==> config.mk <==
export PLATFORM = sky130hd
export DESIGN_NAME = pwr_good_thermal_ctrl
export DESIGN_NICKNAME = d
export VERILOG_FILES = /design/src/rtl/pgt_pkg.sv /design/src/rtl/pgt_ovl_timer.sv /design/src/rtl/pgt_temp_hyst.sv /design/src/rtl/pwr_good_thermal_ctrl.sv
export SDC_FILE = /design/constraint.sdc
export NUM_CORES = 1
export LEC_CHECK = 0
export BUFFER_PORTS_ARGS = -buffer_cell sky130_fd_sc_hd__buf_2
export CORE_AREA = 4 4 41 43
export DETAILED_ROUTE_END_ITERATION = 10
export DIE_AREA = 0 0 45 47
export PLACE_DENSITY = 0.66
export SLEW_MARGIN = 20
export SYNTH_ARGS = -nofsm -noshare
export SYNTH_HDL_FRONTEND = slang
export SYNTH_HIERARCHICAL = 1
export SYNTH_SLANG_ARGS = --single-unit
==> constraint.sdc <==
create_clock -name clk -period 1.9 [get_ports clk]
set_input_delay 0.38 -clock clk [delete_from_list [all_inputs] [get_ports clk]]
set_output_delay 0.38 -clock clk [all_outputs]
set_load 0.05 [all_outputs]
==> src/rtl/pgt_pkg.sv <==
package pgt_pkg;

    typedef struct packed {
        logic armed;
    } pg_state_t;

    // Next value of a hysteretic flag: set above the upper mark, clear below the lower.
    function automatic logic hyst_next(input logic cur, input logic above_hi, input logic below_lo);
        logic nxt;
        if (cur) nxt = !below_lo;
        else     nxt = above_hi;
        return nxt;
    endfunction

endpackage

==> src/rtl/pgt_ovl_timer.sv <==
module pgt_ovl_timer #(
    parameter int OVL_TICKS = 64
) (
    input  logic clk,
    input  logic rst_n,
    input  logic ilim_act,
    input  logic tick,
    output logic ovl_warn
);
    localparam int CW = $clog2(OVL_TICKS + 1);
    localparam logic [CW-1:0] LIMIT = CW'(OVL_TICKS);

    typedef struct packed {
        logic [CW-1:0] cnt;
    } ovl_state_t;

    ovl_state_t st_d, st_q;

    always_comb begin
        st_d = st_q;
        if (!ilim_act)
            st_d.cnt = '0;
        else if (tick && (st_q.cnt != LIMIT))
            st_d.cnt = st_q.cnt + 1'b1;
    end

    always_ff @(posedge clk or negedge rst_n) begin
        if (!rst_n) st_q <= '0;
        else        st_q <= st_d;
    end

    assign ovl_warn = (st_q.cnt == LIMIT);

    AST_NO_OVERFLOW: assert property (@(posedge clk) disable iff (!rst_n)
        st_q.cnt <= LIMIT);
    AST_OVL_CLEAR: assert property (@(posedge clk) disable iff (!rst_n)
        !ilim_act |=> (st_q.cnt == '0));
    AST_OVL_HOLD: assert property (@(posedge clk) disable iff (!rst_n)
        (ilim_act && !tick) |=> $stable(st_q.cnt));

endmodule

==> src/rtl/pgt_temp_hyst.sv <==
module pgt_temp_hyst #(
    parameter int TEMP_W = 8,
    parameter int SET_ABOVE = 120,
    parameter int CLR_BELOW = 100
) (
    input  logic              clk,
    input  logic              rst_n,
    input  logic [TEMP_W-1:0] temp,
    output logic              flag
);
    import pgt_pkg::*;

    localparam logic [TEMP_W-1:0] HI = TEMP_W'(SET_ABOVE);
    localparam logic [TEMP_W-1:0] LO = TEMP_W'(CLR_BELOW);

    logic flag_d, flag_q;

    always_comb begin
        flag_d = hyst_next(flag_q, temp > HI, temp < LO);
    end

    always_ff @(posedge clk or negedge rst_n) begin
        if (!rst_n) flag_q <= 1'b0;
        else        flag_q <= flag_d;
    end

    assign flag = flag_q;

    AST_HYS_SET: assert property (@(posedge clk) disable iff (!rst_n)
        $rose(flag_q) |-> ($past(temp) > HI));
    AST_HYS_RELEASE: assert property (@(posedge clk) disable iff (!rst_n)
        $fell(flag_q) |-> ($past(temp) < LO));

endmodule

==> src/rtl/pwr_good_thermal_ctrl.sv <==
module pwr_good_thermal_ctrl #(
    parameter int TEMP_W    = 8,
    parameter int OVL_TICKS = 64,
    parameter int WARN_ON   = 120,
    parameter int WARN_OFF  = 100,
    parameter int SHUT_ON   = 150,
    parameter int SHUT_OFF  = 130
) (
    input  logic              clk,
    input  logic              rst_n,
    input  logic              ss_done,
    input  logic              fault_act,
    input  logic              ilim_act,
    input  logic              tick,
    input  logic [TEMP_W-1:0] die_temp,
    output logic              pgood,
    output logic              tshut_req
);
    import pgt_pkg::*;

    logic ovl_warn, warm_warn;
    pg_state_t st_d, st_q;

    pgt_ovl_timer #(.OVL_TICKS(OVL_TICKS)) u_ovl (
        .clk(clk), .rst_n(rst_n), .ilim_act(ilim_act), .tick(tick), .ovl_warn(ovl_warn)
    );

    pgt_temp_hyst #(.TEMP_W(TEMP_W), .SET_ABOVE(WARN_ON), .CLR_BELOW(WARN_OFF)) u_warm (
        .clk(clk), .rst_n(rst_n), .temp(die_temp), .flag(warm_warn)
    );

    pgt_temp_hyst #(.TEMP_W(TEMP_W), .SET_ABOVE(SHUT_ON), .CLR_BELOW(SHUT_OFF)) u_shut (
        .clk(clk), .rst_n(rst_n), .temp(die_temp), .flag(tshut_req)
    );

    always_comb begin
        st_d = st_q;
        if (fault_act)
            st_d.armed = 1'b0;
        else if (ss_done)
            st_d.armed = 1'b1;
    end

    always_ff @(posedge clk or negedge rst_n) begin
        if (!rst_n) st_q <= '0;
        else        st_q <= st_d;
    end

    assign pgood = st_q.armed && !warm_warn && !ovl_warn;

    AST_FAULT_DROP: assert property (@(posedge clk) disable iff (!rst_n)
        fault_act |=> !pgood);
    AST_ARM_SOURCE: assert property (@(posedge clk) disable iff (!rst_n)
        $rose(st_q.armed) |-> ($past(ss_done) && !$past(fault_act)));
    AST_HOT_NOT_GOOD: assert property (@(posedge clk) disable iff (!rst_n)
        tshut_req |-> !pgood);

endmodule

; ---- Word-level counts from Yosys, hierarchy flattened
; Index checks and enable logic that the tools add are counted.
[classes]
magnitude_cmp = 4
reduce_logical = 8
n_eq_ne = 3
n_addsub = 1
mux = 6
[op_table]
columns = cell, n
row1 = $mux 7, 2
row2 = $gt 8x7->1 const B, 1
row3 = $gt 8x8->1 const B, 1
row4 = $lt 8x7->1 const B, 1
row5 = $lt 8x8->1 const B, 1
row6 = $add 7x1->7 const B, 1
row7 = $eq 7x7->1 const B, 1
row8 = $ne 7x7->1 const B, 1
row9 = $logic_not 1->1, 4
row10 = $mux 1, 4
row11 = $logic_and 1x1->1, 3
row12 = $ne 2x1->1 const B, 1
row13 = $reduce_bool 2->1, 1
[word_totals]
out_inout_bits = 2
register_bits = 10
input_bits = 14

; ---- Logic depth before layout (Yosys ltp)
; Gate-level depths: netlist of the first run.
[depth]
word_depth = 4
ltp_mapped = 4
mapped_depth_nobuf = 4

; ---- Hierarchy
; Netlist of the first run, hierarchy kept.
[modules_own_cells]
columns = module, area_per_inst_um2, seq_area_each_um2, instances, cells_each
row1 = pgt_ovl_timer, 390.4, 175.2, 1, 42
row2 = pgt_temp_hyst (u_shut), 57.6, 25.0, 1, 6
row3 = pgt_temp_hyst (u_warm), 57.6, 25.0, 1, 7
row4 = pwr_good_thermal_ctrl, 47.5, 25.0, 1, 3

; ---- Worst setup path after synthesis of the first run
; Ideal clock, no wire load.
[synth_path]
path_kind = register -> output
start = reg u_ovl/st_q[0] (netlist name)
end = out pgood
n_path_buf = 0
setup_slack_ns = 0.039
path_stages_with_launch = 5
arrival_time_ns = 1.481
cell_sequence = dfrtp_1 -> inv_1 -> ha_1 -> and3_2 -> nor3b_2
[synth_via]
elab_chain_len = 3
[synth_lines]
columns = item, line_no
row1 = "start, declared", pgt_ovl_timer.sv:17  ; ovl_state_t st_d, st_q;
row2 = "start signal, assigned", pgt_ovl_timer.sv:29  ; else st_q <= st_d;
row3 = $eq 7x7->1, pgt_ovl_timer.sv:32  ; assign ovl_warn = (st_q.cnt == LIMIT);
row4 = via ovl_warn, pwr_good_thermal_ctrl.sv:21  ; logic ovl_warn, warm_warn;
row5 = $logic_not 1->1, pwr_good_thermal_ctrl.sv:49  ; assign pgood = st_q.armed && !warm_warn && !ovl_warn;
row6 = $logic_and 1x1->1, pwr_good_thermal_ctrl.sv:49
row7 = "end, declared", pwr_good_thermal_ctrl.sv:16  ; output logic pgood,
; The timed path passes the listed nets, and every way through them passes these cells.

; ---- Worst setup path after layout of the first run
[layout_path]
start = reg u_ovl/st_q[2] (netlist name)
end = out pgood
; The elaborated chain is that of the path after synthesis.

==> impl_metrics.sql, run 1 <==
INSERT INTO impl_metrics (metric_group, metric, value, unit) VALUES
('outcome', 'outcome', 'complete, no violations', ''),
('clock_network', 'clk_root_buffer_cell', 'sky130_fd_sc_hd__clkbuf_4', ''),
('synthesis', 'syn-mean-instance-area', '9.54', 'um^2'),
('pwr', 'vdd_ir_drop_max', '0.351', 'mV'),
('clock_network', 'cts_tree', 'yes', ''),
('synthesis', 'postSynth.topFlopCell', 'sky130_fd_sc_hd__dfrtp_1', ''),
('grt', 'aggregate_global_routing_overflow', '0', ''),
('floorplanning', 'die_height', '47', 'um'),
('timing', 'finalSetupViolations', '0', ''),
('pwr', 'internal_power', '330', 'uW'),
('grt', 'grt_antenna_before_repair', '0', ''),
('floorplanning', 'placementRows', '13', ''),
('timing', 'final_max_slew_viol_count', '0', ''),
('worst_setup_path', 'cp_data_required_time', '1.52', 'ns'),
('placed_design', 'place.gp.congestion', '0.779', ''),
('clock_network', 'cts_max_path_buffers', '2', ''),
('layout', 'final_design_area_no_fill', '726', 'um^2'),
('pwr', 'power.clock.fraction', '0.314', ''),
('synthesis', 'edff_count_synth', '0', ''),
('worst_setup_path', 'arrival', '1.49', 'ns'),
('worst_setup_path', 'worstPathCellList', 'nor4_4 > and3_2 > nor3b_2 > buf_6', ''),
('floorplanning', 'initial_core_util', '0.425', ''),
('routing', 'drt-vias-per-instance', '5.39', ''),
('grt', 'first_pass_grt_wire_length', '1970', 'um'),
('placed_design', 'dp_hpwl', '898', 'um'),
('synthesis', 'netlist_instances', '58', ''),
('layout', 'num_antenna_cells', '0', ''),
('grt', 'number_of_global_route_vias_before_repair', '498', ''),
('layout', 'fin_nets', '99', ''),
('pwr', 'power_frac_seq', '0.509', ''),
('grt', 'track_usage', '0.130', ''),
('clock_network', 'numClockSinks', '10', ''),
('timing', 'timing.final.crit_period', '1.87', 'ns'),
('synthesis', 'synth.yosys.seq_area_share', '0.452', ''),
('routing', 'drt-wirelength-per-cell', '12.6', 'um'),
('timing', 'final.period_utilization', '0.982', ''),
('synthesis', 'post_synthesis_cell_area', '553', 'um^2'),
('floorplanning', 'placeableCoreArea', '1300', 'um^2'),
('pwr', 'total_switching_power', '120', 'uW'),
('pwr', 'power.leakage', '0.344', 'nW'),
('layout', 'area_growth_syn_to_layout', '31.2', '%'),
('floorplanning', 'io_pins', '16', ''),
('clock_network', 'clk-insertion-delay-late', '0.27', 'ns'),
('run', 'max_cap_violations', '0', ''),
('worst_setup_path', 'worstPathMaxFanout', '7', ''),
('timing', 'report.final.hold_viol_count', '0', ''),
('timing', 'skew', '0.00940', 'ns'),
('clock_network', 'cts.htree.levels', '1', ''),
('worst_setup_path', 'setup.reg_to_reg.worst_slack', '0.53', 'ns'),
('worst_setup_path', 'timing.critical_path.to_type', 'primary output', ''),
('grt', 'pin_count_of_the_biggest_net_entering_global_routing', '11', ''),
('routing', 'drc', '0', ''),
('worst_setup_path', 'start_kind', 'register', ''),
('routing', 'postRouteAntennaNets', '0', ''),
('floorplanning', 'die_width', '45', 'um'),
('floorplanning', 'area_of_the_die', '2120', 'um^2'),
('worst_setup_path', 'timing.critical_path.slowest_cell_delay', '0.47', 'ns'),
('routing', 'first_pass_iters', '4', ''),
('layout', 'fin_util', '0.558', ''),
('worst_setup_path', 'critical_path_class', 'register to primary output', ''),
('synthesis', 'yosys.cell_types.count', '23', ''),
('worst_hold_path', 'hold_crit_path_type', 'primary input to register', ''),
('placed_design', 'number_of_port_buffers', '15', ''),
('clock_network', 'cts_made_buffers', '3', ''),
('synthesis', 'nets_in_the_synthesized_netlist', '74', ''),
('clock_network', 'clk_transition_reported_paths', '0.06', 'ns'),
('worst_setup_path', 'timing.critical_path.slowest_stage_cell', 'sky130_fd_sc_hd__dfrtp_2', ''),
('timing', 'worst_slew_pin_slew', '0.313', 'ns'),
('timing', 'setup_total_negative_slack', '0', 'ns'),
('placed_design', 'dpl-instance-area', '647', 'um^2'),
('routing', 'num_vias', '517', ''),
('synthesis', 'flop_and_latch_count_out_of_synthesis', '10', ''),
('timing', 'max_clock_freq', '536', 'MHz'),
('routing', 'first_iter_violations', '8', ''),
('synthesis', 'synth_warnings', '6', ''),
('timing', 'slew-limit-headroom', '0.790', ''),
('routing', 'postRouteWirelength', '1210', 'um'),
('pwr', 'pwr_density_cell', '620', 'nW/um^2'),
('pwr', 'finalPower', '450', 'uW'),
('layout', 'share_of_cells_above_drive_strength_1', '0.333', ''),
('synthesis', 'synth_async_sr_flop_share', '1.00', ''),
('pwr', 'switching_share', '0.266', ''),
('pwr', 'power_frac_comb', '0.177', '');
final cells by class:
type / instances / area, um^2
repair buffers: 20 / 121
well taps: 15 / 18.8
clock buffers: 3 / 22.5
multi-input cells: 43 / 293
fillers: 120 / 576
flip-flops and latches: 10 / 251
inverters: 5 / 18.8
power by group through the flow:
stage | combinational (mW) | sequential, mW | clock, mW
floorplan | 0.0309 | 0.238 | 0
global placement | 0.0660 | 0.234 | 0
detailed placement | 0.0670 | 0.235 | 0
CTS | 0.0696 | 0.231 | 0.146
global route | 0.0875 | 0.230 | 0.160
finish | 0.0796 | 0.229 | 0.141
critical path: cells and delay by family (launching register included):
| kind | cells | cell delay [ns] |
|---|---|---|
| and+or+nand+nor | 3 | 0.59 |
| DFF | 1 | 0.47 |
| buffers and inverters | 1 | 0.15 |
state kept, by name, indices dropped and copies added (netlist names):
name	count
st_q	1
u_ovl/st_q	7
u_shut/flag	1
u_warm/flag	1
metrics by stage:
step,cells,setup slack [ns],hold WS [ns]
after global placement,88,0.261,0.253
after global routing,96,-0.00997,0.313
final,96,0.0339,0.313
after CTS,92,0.00285,0.313
after detailed placement,88,0.238,0.254
after floorplan,58,0.0393,0.0844
path summary, 6_finish.rpt:
check,from,to,cells after the start
setup / recovery,u_ovl/st_q[2]$_DFFE_PN0P_,pgood,4
hold / removal,die_temp[7],u_warm/flag$_DFF_PN0_,3
setup reg to reg,u_ovl/st_q[2]$_DFFE_PN0P_,u_ovl/st_q[1]$_DFFE_PN0P_,4
hold reg to reg,st_q$_DFFE_PN0P_,st_q$_DFFE_PN0P_,1
max in group asynchronous,rst_n,u_ovl/st_q[2]$_DFFE_PN0P_,2
min in group asynchronous,rst_n,u_ovl/st_q[6]$_DFFE_PN0P_,2
cells in the final DEF, fill, tap and decap left out, drive strengths merged, types with 2 or more instances in the layout:
cell type  count
ha             2
nor3           2
nor2           3
nand2          8
nand3          2
or3            2
clkbuf         3
nor4           3
xor2           2
o21ai          2
inv            5
nand4          3
mux2i          2
buf           19
a21oi          4
dfrtp         10
kinds of logic after synthesis:
logic type	count (synthesis)	synth area share
adder cells (fa/ha/maj)	2	0.0452
flip-flops	10	0.452
XOR/XNOR	2	0.0317
multiplexers	2	0.0362
buffers and inverters	5	0.0339
AND/OR/NAND/NOR	25	0.249
AO/OA/AOI/OAI	12	0.152
synth_stat cells, drive strengths merged (2+ instances only):
master | n | area, um^2
a21oi | 4 | 20.0
nor3 | 2 | 10.0
nor4 | 3 | 25.0
nand4 | 3 | 18.8
or3 | 2 | 12.5
mux2i | 2 | 20.0
nand2 | 8 | 30.0
inv | 5 | 18.8
nand3 | 2 | 10.0
dfrtp | 10 | 250
nor2 | 3 | 11.3
ha | 2 | 25.0
o21ai | 2 | 10.0
xor2 | 2 | 17.5
timing repair:
| action | CTS | global route |
|---|---|---|
| cloned | 0 | 0 |
| endpoints found under the setup margin | 1 | 1 |
| pin swaps | 0 | 1 |
| hold buffers | 1 | 0 |
| setup buffers | 0 | 4 |
| gates resized for setup | 2 | 2 |
| endpoints found under the hold margin | 10 | 0 |
layer usage:
| metal | part of all wire | vias up | global-route usage |
|---|---|---|---|
| li1 | - | 261 | - |
| met1 | 0.46 | 241 | 0.150 |
| met2 | 0.48 | 13 | 0.215 |
| met3 | 0.055 | 2 | 0.0613 |
| met4 | 0.0066 | 0 | 0.0409 |
| met5 | 0 | - | 0 |
No activity file was read; power rests on OpenSTA's default activity.
==> run 2: changes to the inputs <==
--- a/config.mk
+++ b/config.mk
@@ -10,6 +10,7 @@
 export DETAILED_ROUTE_END_ITERATION = 10
 export DIE_AREA = 0 0 45 47
 export PLACE_DENSITY = 0.66
+export SETUP_SLACK_MARGIN = 0.1
 export SLEW_MARGIN = 20
 export SYNTH_ARGS = -nofsm -noshare
 export SYNTH_HDL_FRONTEND = slang
==> run 2 against run 1 <==
Effect of this change:
- first-iteration DRC count grew 13%
- combinational power up 21%
- maximum frequency increased by 4.2%
- critical path type unchanged
- critical endpoint unchanged
==> impl_metrics.sql, run 2 (same netlist as run 1, synthesis figures left out) <==
INSERT INTO impl_metrics (metric_group, metric, value, unit) VALUES
('floorplanning', 'die_height', '47', 'um'),
('layout', 'leading_cell_type_in_the_layout_fill_and_taps_excluded', 'sky130_fd_sc_hd__buf_2', ''),
('timing', 'finalSetupViolations', '0', ''),
('floorplanning', 'placeableCoreArea', '1300', 'um^2'),
('clock_network', 'clk_transition_reported_paths', '0.06', 'ns'),
('layout', 'share_of_cells_above_drive_strength_1', '0.437', ''),
('pwr', 'power.leakage', '0.374', 'nW'),
('placed_design', 'place.gp.congestion', '0.698', ''),
('grt', 'track_usage', '0.135', ''),
('placed_design', 'number_of_port_buffers', '15', ''),
('layout', 'fin_util', '0.616', ''),
('timing', 'max_clock_freq', '559', 'MHz'),
('timing', 'worst_slew_pin_slew', '0.352', 'ns'),
('timing', 'slew-limit-headroom', '0.765', ''),
('routing', 'drt-vias-per-instance', '5.49', ''),
('clock_network', 'clk-insertion-delay-late', '0.27', 'ns'),
('pwr', 'vdd_ir_drop_max', '0.410', 'mV'),
('timing', 'setup_total_negative_slack', '0', 'ns'),
('timing', 'grt_setup_unrepaired', 'yes', ''),
('pwr', 'finalPower', '516', 'uW'),
('timing', 'final_max_slew_viol_count', '0', ''),
('routing', 'num_vias', '560', ''),
('worst_setup_path', 'worstPathMaxFanout', '4', ''),
('floorplanning', 'io_pins', '16', ''),
('placed_design', 'dp_hpwl', '866', 'um'),
('routing', 'postRouteAntennaNets', '0', ''),
('routing', 'drc', '0', ''),
('worst_hold_path', 'hold_crit_path_type', 'primary input to register', ''),
('clock_network', 'numClockSinks', '10', ''),
('layout', 'largest_register_ffs', '7', ''),
('routing', 'postRouteWirelength', '1390', 'um'),
('clock_network', 'cts_tree', 'yes', ''),
('routing', 'top_sig_layer', 'met4', ''),
('layout', 'num_antenna_cells', '0', ''),
('floorplanning', 'die_width', '45', 'um'),
('worst_setup_path', 'critical_path_class', 'register to primary output', ''),
('layout', 'area_growth_syn_to_layout', '45.0', '%'),
('layout', 'top_register', 'u_ovl/st_q', ''),
('floorplanning', 'initial_core_util', '0.425', ''),
('run', 'max_cap_violations', '0', ''),
('worst_setup_path', 'cp_data_required_time', '1.52', 'ns'),
('pwr', 'pwr_density_cell', '643', 'nW/um^2'),
('routing', 'drt-wirelength-per-cell', '13.6', 'um'),
('clock_network', 'clk_root_buffer_cell', 'sky130_fd_sc_hd__clkbuf_4', ''),
('layout', 'top_library_cells_by_usage_in_the_layout_fill_and_taps_aside', 'sky130_fd_sc_hd__buf_2 (14), sky130_fd_sc_hd__buf_4 (9), sky130_fd_sc_hd__nand2_1 (8), sky130_fd_sc_hd__dfrtp_1 (7), sky130_fd_sc_hd__a21oi_1 (4)', ''),
('layout', 'fin_nets', '104', ''),
('grt', 'aggregate_global_routing_overflow', '0', ''),
('routing', 'met1Wirelength', '626', 'um'),
('outcome', 'outcome', 'complete, no violations', ''),
('worst_setup_path', 'timing.critical_path.to_type', 'primary output', ''),
('grt', 'pin_count_of_the_biggest_net_entering_global_routing', '11', ''),
('floorplanning', 'placementRows', '13', ''),
('worst_setup_path', 'arrival', '1.41', 'ns'),
('timing', 'setup_slack', '0.110', 'ns'),
('clock_network', 'cts.htree.levels', '1', ''),
('routing', 'first_pass_iters', '4', ''),
('clock_network', 'cts_max_path_buffers', '2', ''),
('timing', 'skew', '0.00226', 'ns'),
('floorplanning', 'area_of_the_die', '2120', 'um^2'),
('timing', 'final.period_utilization', '0.942', ''),
('placed_design', 'placement.setup.worst_slack', '0.207', 'ns'),
('timing', 'timing.final.crit_period', '1.79', 'ns'),
('timing', 'report.final.hold_viol_count', '0', ''),
('clock_network', 'cts_made_buffers', '3', ''),
('grt', 'grt_antenna_before_repair', '0', ''),
('grt', 'number_of_global_route_vias_before_repair', '483', ''),
('routing', 'routed_length_on_met2', '636', 'um'),
('worst_setup_path', 'start_kind', 'register', ''),
('routing', 'met3RoutedLength', '70', 'um'),
('grt', 'first_pass_grt_wire_length', '1950', 'um'),
('routing', 'first_iter_violations', '9', '');
## run 2: cell count changes in the layout (fill, tap and decap cells not counted), moves of 2 or more
| cell | change |
|---|---|
| sky130_fd_sc_hd__buf_4 | +5 |
| sky130_fd_sc_hd__dfrtp_2 | +2 |
| sky130_fd_sc_hd__inv_2 | +2 |
| sky130_fd_sc_hd__inv_1 | -2 |
| sky130_fd_sc_hd__dfrtp_1 | -2 |
## run 2: stage by stage
stage | hold WS (ns) | instance area (um^2) | std cells
after floorplan | 0.0844 | 559 | 58
after global routing | 0.307 | 802 | 102
after CTS | 0.307 | 751 | 97
after detailed placement | 0.253 | 653 | 88
after global placement | 0.254 | 653 | 88
final | 0.313 | 802 | 102
## run 2: worst paths after layout
kind                       slack [ns]                         to                 startpoint  depth (start not counted)
max in group asynchronous        1.19  u_ovl/st_q[3]$_DFFE_PN0P_                      rst_n                          2
hold / removal                   0.31      u_warm/flag$_DFF_PN0_                die_temp[7]                          3
hold reg to reg                  0.54           st_q$_DFFE_PN0P_           st_q$_DFFE_PN0P_                          1
setup reg to reg                 0.43  u_ovl/st_q[2]$_DFFE_PN0P_  u_ovl/st_q[0]$_DFFE_PN0P_                          6
min in group asynchronous        0.50  u_ovl/st_q[1]$_DFFE_PN0P_                      rst_n                          2
setup / recovery                 0.11                      pgood  u_ovl/st_q[3]$_DFFE_PN0P_                          4
## run 2: power by group
group | switching, mW | total, mW | internal (mW)
logic | 0.0504 | 0.0961 | 0.0457
registers | 0.00770 | 0.229 | 0.221
clock network | 0.0740 | 0.190 | 0.116
total | 0.132 | 0.516 | 0.384
## run 2: cell type report
class	count	area [um^2]
fill	111	499
multi-input combinational	43	315
sequential	10	254
timing repair buffer	25	159
clock buffer	4	36.3
inverter	5	18.8
tap	15	18.8
## run 2: critical path, cell delays in order (launching register included)
cell                      delay (ns)
sky130_fd_sc_hd__dfrtp_2        0.44
sky130_fd_sc_hd__nor4_4         0.28
sky130_fd_sc_hd__and3_4         0.23
sky130_fd_sc_hd__nor3b_4        0.04
sky130_fd_sc_hd__buf_6          0.15
## run 2: metal layers
layer,up-vias,GRT usage
met5,-,0
met4,0,0.123
met3,4,0.0230
met2,21,0.215
met1,260,0.155
li1,275,-
## run 2: repair_timing
action                                 CTS  global route
hold buffers                             1             0
endpoints found under the hold margin   10             0
pin swaps                                1             3
gates resized for setup                  6             5
setup endpoints to repair                1             1
setup buffers                            4             5
